### src/rtl/sbs_pkg.sv
package sbs_pkg;
  // Widest slot index carried between control and datapath (lookahead up to 16)
  localparam int unsigned SLOT_IDX_W = 4;

  typedef struct packed {
    logic                  push;
    logic [SLOT_IDX_W-1:0] pushIdx;
    logic                  pop;
    logic [SLOT_IDX_W-1:0] popIdx;
  } sbs_strobe_t;
endpackage

### src/rtl/sbs_ctrl.sv
module sbs_ctrl
  import sbs_pkg::*;
#(
  parameter int unsigned MAX_AHEAD = 2,
  parameter int unsigned T_RCD     = 3,
  parameter int unsigned BURST     = 4,
  parameter int unsigned WR_RD_GAP = 1
) (
  input  logic        clk,
  input  logic        rstN,
  input  logic        reqValid,
  input  logic        headWrite,
  output logic        reqReady,
  output sbs_strobe_t strobes
);
  localparam int unsigned IDX_W  = (MAX_AHEAD > 1) ? $clog2(MAX_AHEAD) : 1;
  localparam int unsigned CNT_W  = $clog2(MAX_AHEAD + 1);
  localparam int unsigned RCD_W  = $clog2(T_RCD + 1);
  localparam int unsigned SP_MAX = BURST + WR_RD_GAP;
  localparam int unsigned SP_W   = $clog2(SP_MAX + 1);

  logic [CNT_W-1:0] count;
  logic [IDX_W-1:0] wrPtr, rdPtr;
  logic [RCD_W-1:0] rcdLeft [MAX_AHEAD];
  logic [SP_W-1:0]  spaceCnt, needSpace;
  logic             lastWr, accept, headReady, colFire;

  function automatic logic [IDX_W-1:0] nextIdx(input logic [IDX_W-1:0] p);
    return (p == IDX_W'(MAX_AHEAD - 1)) ? '0 : p + 1'b1;
  endfunction

  always_comb begin
    reqReady  = count < CNT_W'(MAX_AHEAD);
    accept    = reqValid && reqReady;
    headReady = (count != '0) && (rcdLeft[rdPtr] == '0);
    // write data then read data needs extra idle beats on the shared data bus
    needSpace = (lastWr && !headWrite) ? SP_W'(SP_MAX) : SP_W'(BURST);
    colFire   = headReady && (spaceCnt >= needSpace);
    strobes.push    = accept;
    strobes.pushIdx = SLOT_IDX_W'(wrPtr);
    strobes.pop     = colFire;
    strobes.popIdx  = SLOT_IDX_W'(rdPtr);
  end

  always_ff @(posedge clk) begin
    if (!rstN) begin
      count    <= '0;
      wrPtr    <= '0;
      rdPtr    <= '0;
      spaceCnt <= SP_W'(SP_MAX);
      lastWr   <= 1'b0;
      for (int i = 0; i < MAX_AHEAD; i++) rcdLeft[i] <= '0;
    end else begin
      count <= count + CNT_W'(accept) - CNT_W'(colFire);
      if (accept)  wrPtr <= nextIdx(wrPtr);
      if (colFire) begin
        rdPtr    <= nextIdx(rdPtr);
        lastWr   <= headWrite;
        spaceCnt <= SP_W'(1);
      end else if (spaceCnt != SP_W'(SP_MAX)) begin
        spaceCnt <= spaceCnt + 1'b1;
      end
      for (int i = 0; i < MAX_AHEAD; i++) begin
        if (accept && (wrPtr == IDX_W'(i))) rcdLeft[i] <= RCD_W'(T_RCD - 1);
        else if (rcdLeft[i] != '0)           rcdLeft[i] <= rcdLeft[i] - 1'b1;
      end
    end
  end
endmodule

### src/rtl/sbs_datapath.sv
module sbs_datapath
  import sbs_pkg::*;
#(
  parameter int unsigned DEV_W     = 2,
  parameter int unsigned BANK_W    = 4,
  parameter int unsigned ROW_W     = 9,
  parameter int unsigned COL_W     = 6,
  parameter int unsigned MAX_AHEAD = 2,
  parameter int unsigned COL_LAT   = 2,
  parameter int unsigned BURST     = 4
) (
  input  logic              clk,
  input  logic              rstN,
  input  sbs_strobe_t       strobes,
  input  logic [DEV_W-1:0]  reqDev,
  input  logic [BANK_W-1:0] reqBank,
  input  logic [ROW_W-1:0]  reqRow,
  input  logic [COL_W-1:0]  reqCol,
  input  logic              reqWrite,
  output logic              headWrite,
  output logic              rowValid,
  output logic [DEV_W-1:0]  rowDev,
  output logic [BANK_W-1:0] rowBank,
  output logic [ROW_W-1:0]  rowAddr,
  output logic              colValid,
  output logic [DEV_W-1:0]  colDev,
  output logic [BANK_W-1:0] colBank,
  output logic [COL_W-1:0]  colAddr,
  output logic              colWrite,
  output logic              dataValid,
  output logic              dataWrite,
  output logic [DEV_W-1:0]  dataDev
);
  localparam int unsigned IDX_W = (MAX_AHEAD > 1) ? $clog2(MAX_AHEAD) : 1;
  localparam int unsigned BL_W  = $clog2(BURST + 1);

  typedef struct packed {
    logic [DEV_W-1:0]  dev;
    logic [BANK_W-1:0] bank;
    logic [COL_W-1:0]  col;
    logic              wr;
  } slot_t;

  slot_t            slotMem [MAX_AHEAD];
  logic [IDX_W-1:0] wIdx, rIdx;
  logic             dlyV   [COL_LAT];
  logic             dlyW   [COL_LAT];
  logic [DEV_W-1:0] dlyDev [COL_LAT];
  logic [BL_W-1:0]  burstLeft;
  logic             heldW;
  logic [DEV_W-1:0] heldDev;

  assign wIdx      = strobes.pushIdx[IDX_W-1:0];
  assign rIdx      = strobes.popIdx[IDX_W-1:0];
  assign headWrite = slotMem[rIdx].wr;

  always_ff @(posedge clk) begin
    if (strobes.push) slotMem[wIdx] <= '{dev: reqDev, bank: reqBank, col: reqCol, wr: reqWrite};
  end

  // Packet registers for both command lanes
  always_ff @(posedge clk) begin
    if (!rstN) begin
      rowValid <= 1'b0; rowDev <= '0; rowBank <= '0; rowAddr <= '0;
      colValid <= 1'b0; colDev <= '0; colBank <= '0; colAddr <= '0; colWrite <= 1'b0;
    end else begin
      rowValid <= strobes.push;
      if (strobes.push) begin
        rowDev <= reqDev; rowBank <= reqBank; rowAddr <= reqRow;
      end
      colValid <= strobes.pop;
      if (strobes.pop) begin
        colDev   <= slotMem[rIdx].dev;
        colBank  <= slotMem[rIdx].bank;
        colAddr  <= slotMem[rIdx].col;
        colWrite <= slotMem[rIdx].wr;
      end
    end
  end

  // Data-slot schedule: fixed offset after the column packet, same for both directions
  always_ff @(posedge clk) begin
    if (!rstN) begin
      for (int s = 0; s < COL_LAT; s++) begin
        dlyV[s] <= 1'b0; dlyW[s] <= 1'b0; dlyDev[s] <= '0;
      end
      burstLeft <= '0;
      heldW     <= 1'b0;
      heldDev   <= '0;
    end else begin
      dlyV[0] <= colValid; dlyW[0] <= colWrite; dlyDev[0] <= colDev;
      for (int s = 1; s < COL_LAT; s++) begin
        dlyV[s] <= dlyV[s-1]; dlyW[s] <= dlyW[s-1]; dlyDev[s] <= dlyDev[s-1];
      end
      if (dlyV[COL_LAT-1]) begin
        burstLeft <= BL_W'(BURST - 1);
        heldW     <= dlyW[COL_LAT-1];
        heldDev   <= dlyDev[COL_LAT-1];
      end else if (burstLeft != '0) begin
        burstLeft <= burstLeft - 1'b1;
      end
    end
  end

  always_comb begin
    dataValid = dlyV[COL_LAT-1] || (burstLeft != '0);
    dataWrite = dlyV[COL_LAT-1] ? dlyW[COL_LAT-1]   : heldW;
    dataDev   = dlyV[COL_LAT-1] ? dlyDev[COL_LAT-1] : heldDev;
  end
endmodule

### src/rtl/split_bus_sched.sv
module split_bus_sched
  import sbs_pkg::*;
#(
  parameter int unsigned DEV_W      = 2,
  parameter int unsigned BANK_W     = 4,
  parameter int unsigned ROW_W      = 9,
  parameter int unsigned COL_W      = 6,
  parameter int unsigned XFER_BYTES = 32,
  parameter int unsigned BEAT_BYTES = 8,
  parameter int unsigned T_RCD      = 3,
  parameter int unsigned WR_RD_GAP  = 1,
  parameter int unsigned COL_LAT    = 2,
  parameter int unsigned MAX_AHEAD  = 2
) (
  input  logic              clk,
  input  logic              rstN,
  input  logic              reqValid,
  output logic              reqReady,
  input  logic [DEV_W-1:0]  reqDev,
  input  logic [BANK_W-1:0] reqBank,
  input  logic [ROW_W-1:0]  reqRow,
  input  logic [COL_W-1:0]  reqCol,
  input  logic              reqWrite,
  output logic              rowValid,
  output logic [DEV_W-1:0]  rowDev,
  output logic [BANK_W-1:0] rowBank,
  output logic [ROW_W-1:0]  rowAddr,
  output logic              colValid,
  output logic [DEV_W-1:0]  colDev,
  output logic [BANK_W-1:0] colBank,
  output logic [COL_W-1:0]  colAddr,
  output logic              colWrite,
  output logic              dataValid,
  output logic              dataWrite,
  output logic [DEV_W-1:0]  dataDev
);
  localparam int unsigned BURST = XFER_BYTES / BEAT_BYTES;

  sbs_strobe_t strobes;
  logic        headWrite;

  sbs_ctrl #(
    .MAX_AHEAD(MAX_AHEAD), .T_RCD(T_RCD), .BURST(BURST), .WR_RD_GAP(WR_RD_GAP)
  ) ctrl_i (
    .clk(clk), .rstN(rstN), .reqValid(reqValid), .headWrite(headWrite),
    .reqReady(reqReady), .strobes(strobes)
  );

  sbs_datapath #(
    .DEV_W(DEV_W), .BANK_W(BANK_W), .ROW_W(ROW_W), .COL_W(COL_W),
    .MAX_AHEAD(MAX_AHEAD), .COL_LAT(COL_LAT), .BURST(BURST)
  ) dp_i (
    .clk(clk), .rstN(rstN), .strobes(strobes),
    .reqDev(reqDev), .reqBank(reqBank), .reqRow(reqRow), .reqCol(reqCol), .reqWrite(reqWrite),
    .headWrite(headWrite),
    .rowValid(rowValid), .rowDev(rowDev), .rowBank(rowBank), .rowAddr(rowAddr),
    .colValid(colValid), .colDev(colDev), .colBank(colBank), .colAddr(colAddr), .colWrite(colWrite),
    .dataValid(dataValid), .dataWrite(dataWrite), .dataDev(dataDev)
  );
endmodule

### config.mk
export PLATFORM = sky130hd
export DESIGN_NAME = split_bus_sched
export DESIGN_NICKNAME = d
export VERILOG_FILES = /design/src/rtl/sbs_pkg.sv /design/src/rtl/sbs_ctrl.sv /design/src/rtl/sbs_datapath.sv /design/src/rtl/split_bus_sched.sv
export SDC_FILE = /design/constraint.sdc
export NUM_CORES = 1
export LEC_CHECK = 0
export BUFFER_PORTS_ARGS = -buffer_cell sky130_fd_sc_hd__buf_2
export CORE_ASPECT_RATIO = 1.25
export CORE_UTILIZATION = 58
export DETAILED_ROUTE_END_ITERATION = 16
export GPL_TIMING_DRIVEN = 0
export PLACE_DENSITY = 0.82
export SLEW_MARGIN = 10
export SYNTH_ARGS = -nofsm -noshare
export SYNTH_HDL_FRONTEND = slang
export SYNTH_SLANG_ARGS = --single-unit
### constraint.sdc
create_clock -name clk -period 5.2 [get_ports clk]
set_input_delay 0.78 -clock clk [delete_from_list [all_inputs] [get_ports clk]]
set_output_delay 0.78 -clock clk [all_outputs]
set_load 0.01 [all_outputs]
==> results of run 1 <==
-- report_power, final --
group	internal, mW	switching [mW]
Sequential	0.804	0.0620
Clock	0.216	0.208
Combinational	0.245	0.281
-- Yosys cell counts --
master and instances:
nand2_1 53, dfxtp_1 52, edfxtp_1 30, mux2i_1 17
a21oi_1 16, and2_1 13, mux2_2 13, nor2_1 13
inv_1 12, ha_1 9, clkbuf_1 7, xnor2_1 5
nand2b_1 4, buf_1 3, mux2_1 3, o21a_1 3
o21ai_0 3, inv_2 2, nand3_1 2, nand3b_1 2
nor4_1 2, a2111oi_0 1, a221o_1 1, a31oi_1 1
buf_2 1, buf_4 1, buf_6 1, clkinv_1 1
nor3_1 1, o211ai_1 1, or2_2 1, or3_1 1
or3b_1 1
-- cells by family (layout without fill, tap and decap cells) --
group / count (synthesis) / after routing / share of synthesized area, %
adders and majority gates: 9 / 9 / 3.59
and+or+nand+nor: 93 / 93 / 13.3
AOI/OAI and AO/OA: 26 / 26 / 4.79
DFF: 82 / 82 / 62.0
muxes: 33 / 33 / 11.2
buffers and inverters: 28 / 102 / 3.75
xor gates and xnor gates: 5 / 5 / 1.40
-- state kept, by name, indices dropped and copies added (netlist names), named ones only --
signal,flops
dp_i.rowDev,2
dp_i.colAddr,6
dp_i.rowAddr,9
ctrl_i.rcdLeft,4
dp_i.dlyV,2
dp_i.burstLeft,3
dp_i.colWrite,1
dp_i.rowValid,1
dp_i.colValid,1
ctrl_i.rdPtr,1
dp_i.heldW,1
ctrl_i.spaceCnt,3
dp_i.dlyDev,4
dp_i.rowBank,4
dp_i.heldDev,2
dp_i.slotMem,26
ctrl_i.count,2
ctrl_i.wrPtr,1
dp_i.dlyW,2
dp_i.colDev,2
dp_i.colBank,4
-- how the worst min path moves through the flow --
stage / end / depth (start not counted) / startpoint / slack (ns)
4_1_cts: dp_i.dlyDev[0][2] / 1 / dp_i.dlyDev[0][0] / 0.44
2_1_floorplan: dp_i.dlyDev[0][2] / 1 / dp_i.dlyDev[0][0] / 0.41
3_3_place_gp: dp_i.dlyDev[0][2] / 1 / dp_i.dlyDev[0][0] / 0.41
6_report: dp_i.dlyDev[0][2] / 1 / dp_i.dlyDev[0][0] / 0.43
3_5_place_dp: dp_i.dlyDev[0][2] / 1 / dp_i.dlyDev[0][0] / 0.42
5_1_grt: dp_i.dlyDev[0][2] / 1 / dp_i.dlyDev[0][0] / 0.46
-- layout make-up --
cell class | instances | area, µm²
repair buffers | 59 | 295
flip-flops and latches | 82 | 1940
multi-input cells | 166 | 1070
inverters | 15 | 56.3
fillers | 382 | 1470
well taps | 62 | 77.6
clock buffers | 11 | 131
plain buffers | 13 | 61.3
clock inverters | 4 | 43.8
-- metal layers --
layer / wire, µm / track usage, % / vias up
li1: - / - / 1063
met1: 2300 / 23.3 / 1021
met2: 2950 / 39.3 / 64
met3: 312 / 8.56 / 6
met4: 64 / 7.35 / 0
met5: 0 / 0 / -
==> run metrics, run 1 <==
Startpoint Class=register; cts hold-fix bufs=0; Pleak=1.64 nW; Fin Setup TNS=0 ns; R2R Setup Slk=2.27 ns; Mapped Nets=310; Num CTS Buffers=9; PnR worst setup slack=2.27 ns; cells on worst reg2reg path=14; Die Width=67.8 µm; row count=29; worst reg2reg path endpoint=ctrl_i.count[1]; most common cell after layout, fill and taps aside=buf_2; post-placement worst setup slack=2.27 ns; detailed placer's ending HPWL=4090 µm; crit path buf inv count=4; Finished Core Util=71.5%; WP data arrival=3.16 ns; yosys warns=0; post-route cell area=3680 µm²; Die H=84.2 µm; Port Buffer Count=59; maximum clock path buffer count=2; drc violations=0; initial core utilization=60.8%; maximum number of pins on one net before global-route repair=15; crit share post-route=56.4%; die area=5700 µm²; Power Dens Cells=493 nW/µm²; CP peak stage delay=0.45 ns; Post-Layout Cell Count=412; status=finished clean; largest area contributor in the netlist=dfxtp_1; Slew Limit Fails=0; Crit Path Class=register to register; crit end category=register; Area contributors post-synth=dfxtp_1 33%, edfxtp_1 29%, nand2_1 6.3%, mux2i_1 5.4%, mux2_2 4.7%; CP endpoint=ctrl_i.count[1]; vias per cell=5.23; gr usage total=22.3%; area grow syn2layout=17.5%; CP Depth=14; Final Hold Slack=0.435 ns; Routed Antenna Nets=0; Hold Crit Class=register to register; vias in the first global route=2212; critical-path cell list=buf_2 > mux2i_1 > and2_1 > ha_1 > nor2_1 > a221o_1 > buf_4 > inv_2 > ha_1 > inv_1 > ha_1 > xnor2_1 > xnor2_1 > nor2_1; number of antenna diodes=0; post_cts resized=0; slowest cell on the critical path=dfxtp_1; CTS tree=yes; global placement routability congestion=0.692; Tmin final=2.93 ns; Tot Pwr=1.82 mW; commonest non-fill, non-tap cells in the layout=60 x buf_2, 53 x nand2_1, 52 x dfxtp_1; VDD IR max=327 µV; GR Overflow Total=0; nets=380; Slew Limit Headroom=21.0%; DR iter-0 viols=95; Sink Count=82; clk root buf=clkbuf_8; via count=2154; fmax=341 MHz; first-pass GRT wire length=9250 µm; wire length per cell=13.7 µm; core area=5150 µm²; placed cell count=397; initial antenna violation count=0; final hold violation count=0; RSZ-0062 raised after global routing=no; Worst Tran Pin Value=1.18 ns; Detailed Route WL=5630 µm; Area after DPL=3510 µm²; Netlist cell types=33; CP most frequent cell=ha_1; Max Clock Skew=0.0106 ns; Yosys reg bits=82; # IOs=60; Netlist Area Pre-Place=3130 µm²; Worst-path clk slew=0.08 ns; H-tree levels=3; top cell type's share of synthesized area=33.2%; worst endpoint required time=5.42 ns; Worst-Skew Late Latency=0.35 ns; final setup fails=0; Post-Syn Instances=276; # Post-CTS Setup Buffers=0; max-cap violation count=0; cell family with most CP delay=buffers and inverters; CP Max Fanout=10; fraction of layout cells with a size suffix above 1=25.7%; DRT Pass-1 Iters=4; register area share after synthesis=62.0%; Avg Cell Area, Syn=11.4 µm²
Power figures use the tool's default switching activity.
==> run 2: changes to the inputs <==
--- a/config.mk
+++ b/config.mk
@@ -7,10 +7,10 @@
 export LEC_CHECK = 0
 export BUFFER_PORTS_ARGS = -buffer_cell sky130_fd_sc_hd__buf_2
 export CORE_ASPECT_RATIO = 1.25
-export CORE_UTILIZATION = 58
+export CORE_UTILIZATION = 49
 export DETAILED_ROUTE_END_ITERATION = 16
 export GPL_TIMING_DRIVEN = 0
-export PLACE_DENSITY = 0.82
+export PLACE_DENSITY = 0.74
 export SLEW_MARGIN = 10
 export SYNTH_ARGS = -nofsm -noshare
 export SYNTH_HDL_FRONTEND = slang
==> constraint.sdc (replaced) <==
create_clock -name clk -period 2.6 [get_ports clk]
set_input_delay 0.39 -clock clk [delete_from_list [all_inputs] [get_ports clk]]
set_output_delay 0.39 -clock clk [all_outputs]
set_load 0.01 [all_outputs]
==> run metrics, run 2 (synthesis results as in run 1) <==
nets=382; DR iter-0 viols=101; Net Sw Frac=30.7%; initial core utilization=50.8%; # IOs=60; Fin Setup TNS=0 ns; number of antenna diodes=0; Power Dens Cells=957 nW/µm²; worst reg2reg path endpoint=ctrl_i.count[1]; Post-Layout Cell Count=438; fmax=425 MHz; post-placement worst setup slack=-0.287 ns; Final Hold Slack=0.229 ns; via count=2109; area grow syn2layout=19.0%; status=finished clean; largest register by flop count=dp_i.slotMem; P_int=2.47 mW; first-pass GRT wire length=9200 µm; Slew Limit Headroom=20.1%; CP endpoint=ctrl_i.count[1]; crit share post-route=90.6%; drc violations=0; maximum number of pins on one net before global-route repair=15; P_sw=1.10 mW; Worst-Skew Late Latency=0.34 ns; Logic pwr share=30.2%; Hold Crit Class=primary input to register; VDD IR max=465 µV; GRT met1 Usage=21.8%; GR Overflow Total=0; Port Buffer Count=59; Slew Limit Fails=0; global placement routability congestion=0.691; Die Width=73.5 µm; DRT Pass-1 Iters=4; clk root buf=clkbuf_8; Worst Tran Pin Value=1.19 ns; fraction of layout cells with a size suffix above 1=26.6%; gr usage total=18.5%; Sink Count=82; vias in the first global route=2071; cts hold-fix bufs=0; wire length per cell=12.7 µm; initial antenna violation count=0; placed cell count=420; Crit Path Class=register to register; biggest regs=dp_i.slotMem: 26 flops, dp_i.rowAddr: 9 flops, dp_i.colAddr: 6 flops; GR Util met2=30.3%; H-tree levels=3; maximum clock path buffer count=2; max FFs per register=26; crit end category=register; Die H=91.4 µm; Startpoint Class=register; CP Max Fanout=6; vias per cell=4.82; CTS tree=yes; Num CTS Buffers=9; Filler cells=571; Routed Antenna Nets=0; most common cell after layout, fill and taps aside=buf_2; R2R Setup Slk=0.25 ns; max-cap violation count=0; RSZ-0062 raised after global routing=no; WP data arrival=2.58 ns; final hold violation count=0; most used routing layer=met2; die area=6720 µm²; Clk pwr share=21.2%; commonest non-fill, non-tap cells in the layout=59 x buf_2, 53 x nand2_1, 51 x dfxtp_1; Detailed Route WL=5550 µm; core area=6170 µm²; worst endpoint required time=2.82 ns; sequential power share=48.6%; Worst-path clk slew=0.08 ns; Pleak=1.64 nW; M3 GR Usage=3.11%; final setup fails=0; row count=32; Max Clock Skew=0.00431 ns; cells on worst reg2reg path=13; PnR worst setup slack=0.246 ns; detailed placer's ending HPWL=3850 µm; Tmin final=2.35 ns
-- run 2: changes by cell type in the layout (fill, tap and decap cells not counted), sizes merged --
| cell | change |
|---|---|
| clkinvlp | +1 |
| bufinv | -1 |
| buf | +2 |
| clkbuf | +1 |
-- run 2: stage by stage --
stage | utilization [%] | area [µm²] | total power, mW
2_1_floorplan | - | 3130 | 2.51
3_3_place_gp | 57.3 | 3540 | 2.76
3_5_place_dp | 57.3 | 3540 | 2.80
4_1_cts | 60.3 | 3720 | 3.59
5_1_grt | 60.5 | 3730 | 3.82
6_report | 60.5 | 3730 | 3.57
-- run 2: cell type report --
type                       count  area (µm²)  share of cell area, %
sequential                    82        1950                   52.2
multi-input combinational    166        1080                   29.1
timing repair buffer          62         318                   8.52
clock buffer                  12         135                   3.62
tap                           85         106                   2.85
buffer                        12        60.1                   1.61
inverter                      15        58.8                   1.58
clock inverter                 4        20.0                  0.537
-- run 2: worst min path at each step --
stage / startpoint / end / slack [ns] / depth (start not counted)
6_report: reqCol[5] / dp_i.slotMem[0][6] / 0.23 / 1
5_1_grt: reqWrite / dp_i.slotMem[1][0] / 0.22 / 1
4_1_cts: reqCol[5] / dp_i.slotMem[0][6] / 0.21 / 1
3_5_place_dp: dp_i.dlyV[0][0] / dp_i.dlyV[0][1] / 0.42 / 1
3_3_place_gp: dp_i.dlyV[0][0] / dp_i.dlyV[0][1] / 0.41 / 1
2_1_floorplan: dp_i.dlyDev[0][0] / dp_i.dlyDev[0][2] / 0.41 / 1
-- run 2: timing repair --
action                     in CTS  in global routing
pin swaps                       1                  5
resized for setup               7                  2
setup endpoints to repair       2                  1
setup buffers                   1                  2
-- run 2: worst max-delay path, cell delays in order, from the launching register on --
cell,delay (ns)
dfxtp_4,0.38
mux2i_1,0.13
and2_1,0.15
ha_1,0.26
nor2_1,0.04
a221o_1,0.32
buf_6,0.13
inv_4,0.06
ha_1,0.22
inv_1,0.06
ha_2,0.18
xnor2_2,0.11
xnor2_1,0.13
nor2_1,0.05
-- run 2: metal layers --
metal	routed length (µm)	up-vias
met5	0	-
met4	183	0
met3	182	14
met2	2730	61
met1	2450	961
li1	-	1073
-- run 2: power by group through the flow --
| stage | Combinational (mW) | Clock (mW) | Sequential (mW) |
|---|---|---|---|
| 2_1_floorplan | 0.728 | 0 | 1.78 |
| 6_report | 1.08 | 0.756 | 1.73 |
| 4_1_cts | 1.07 | 0.783 | 1.73 |
| 3_3_place_gp | 1.01 | 0 | 1.75 |
| 3_5_place_dp | 1.04 | 0 | 1.76 |
| 5_1_grt | 1.22 | 0.835 | 1.76 |
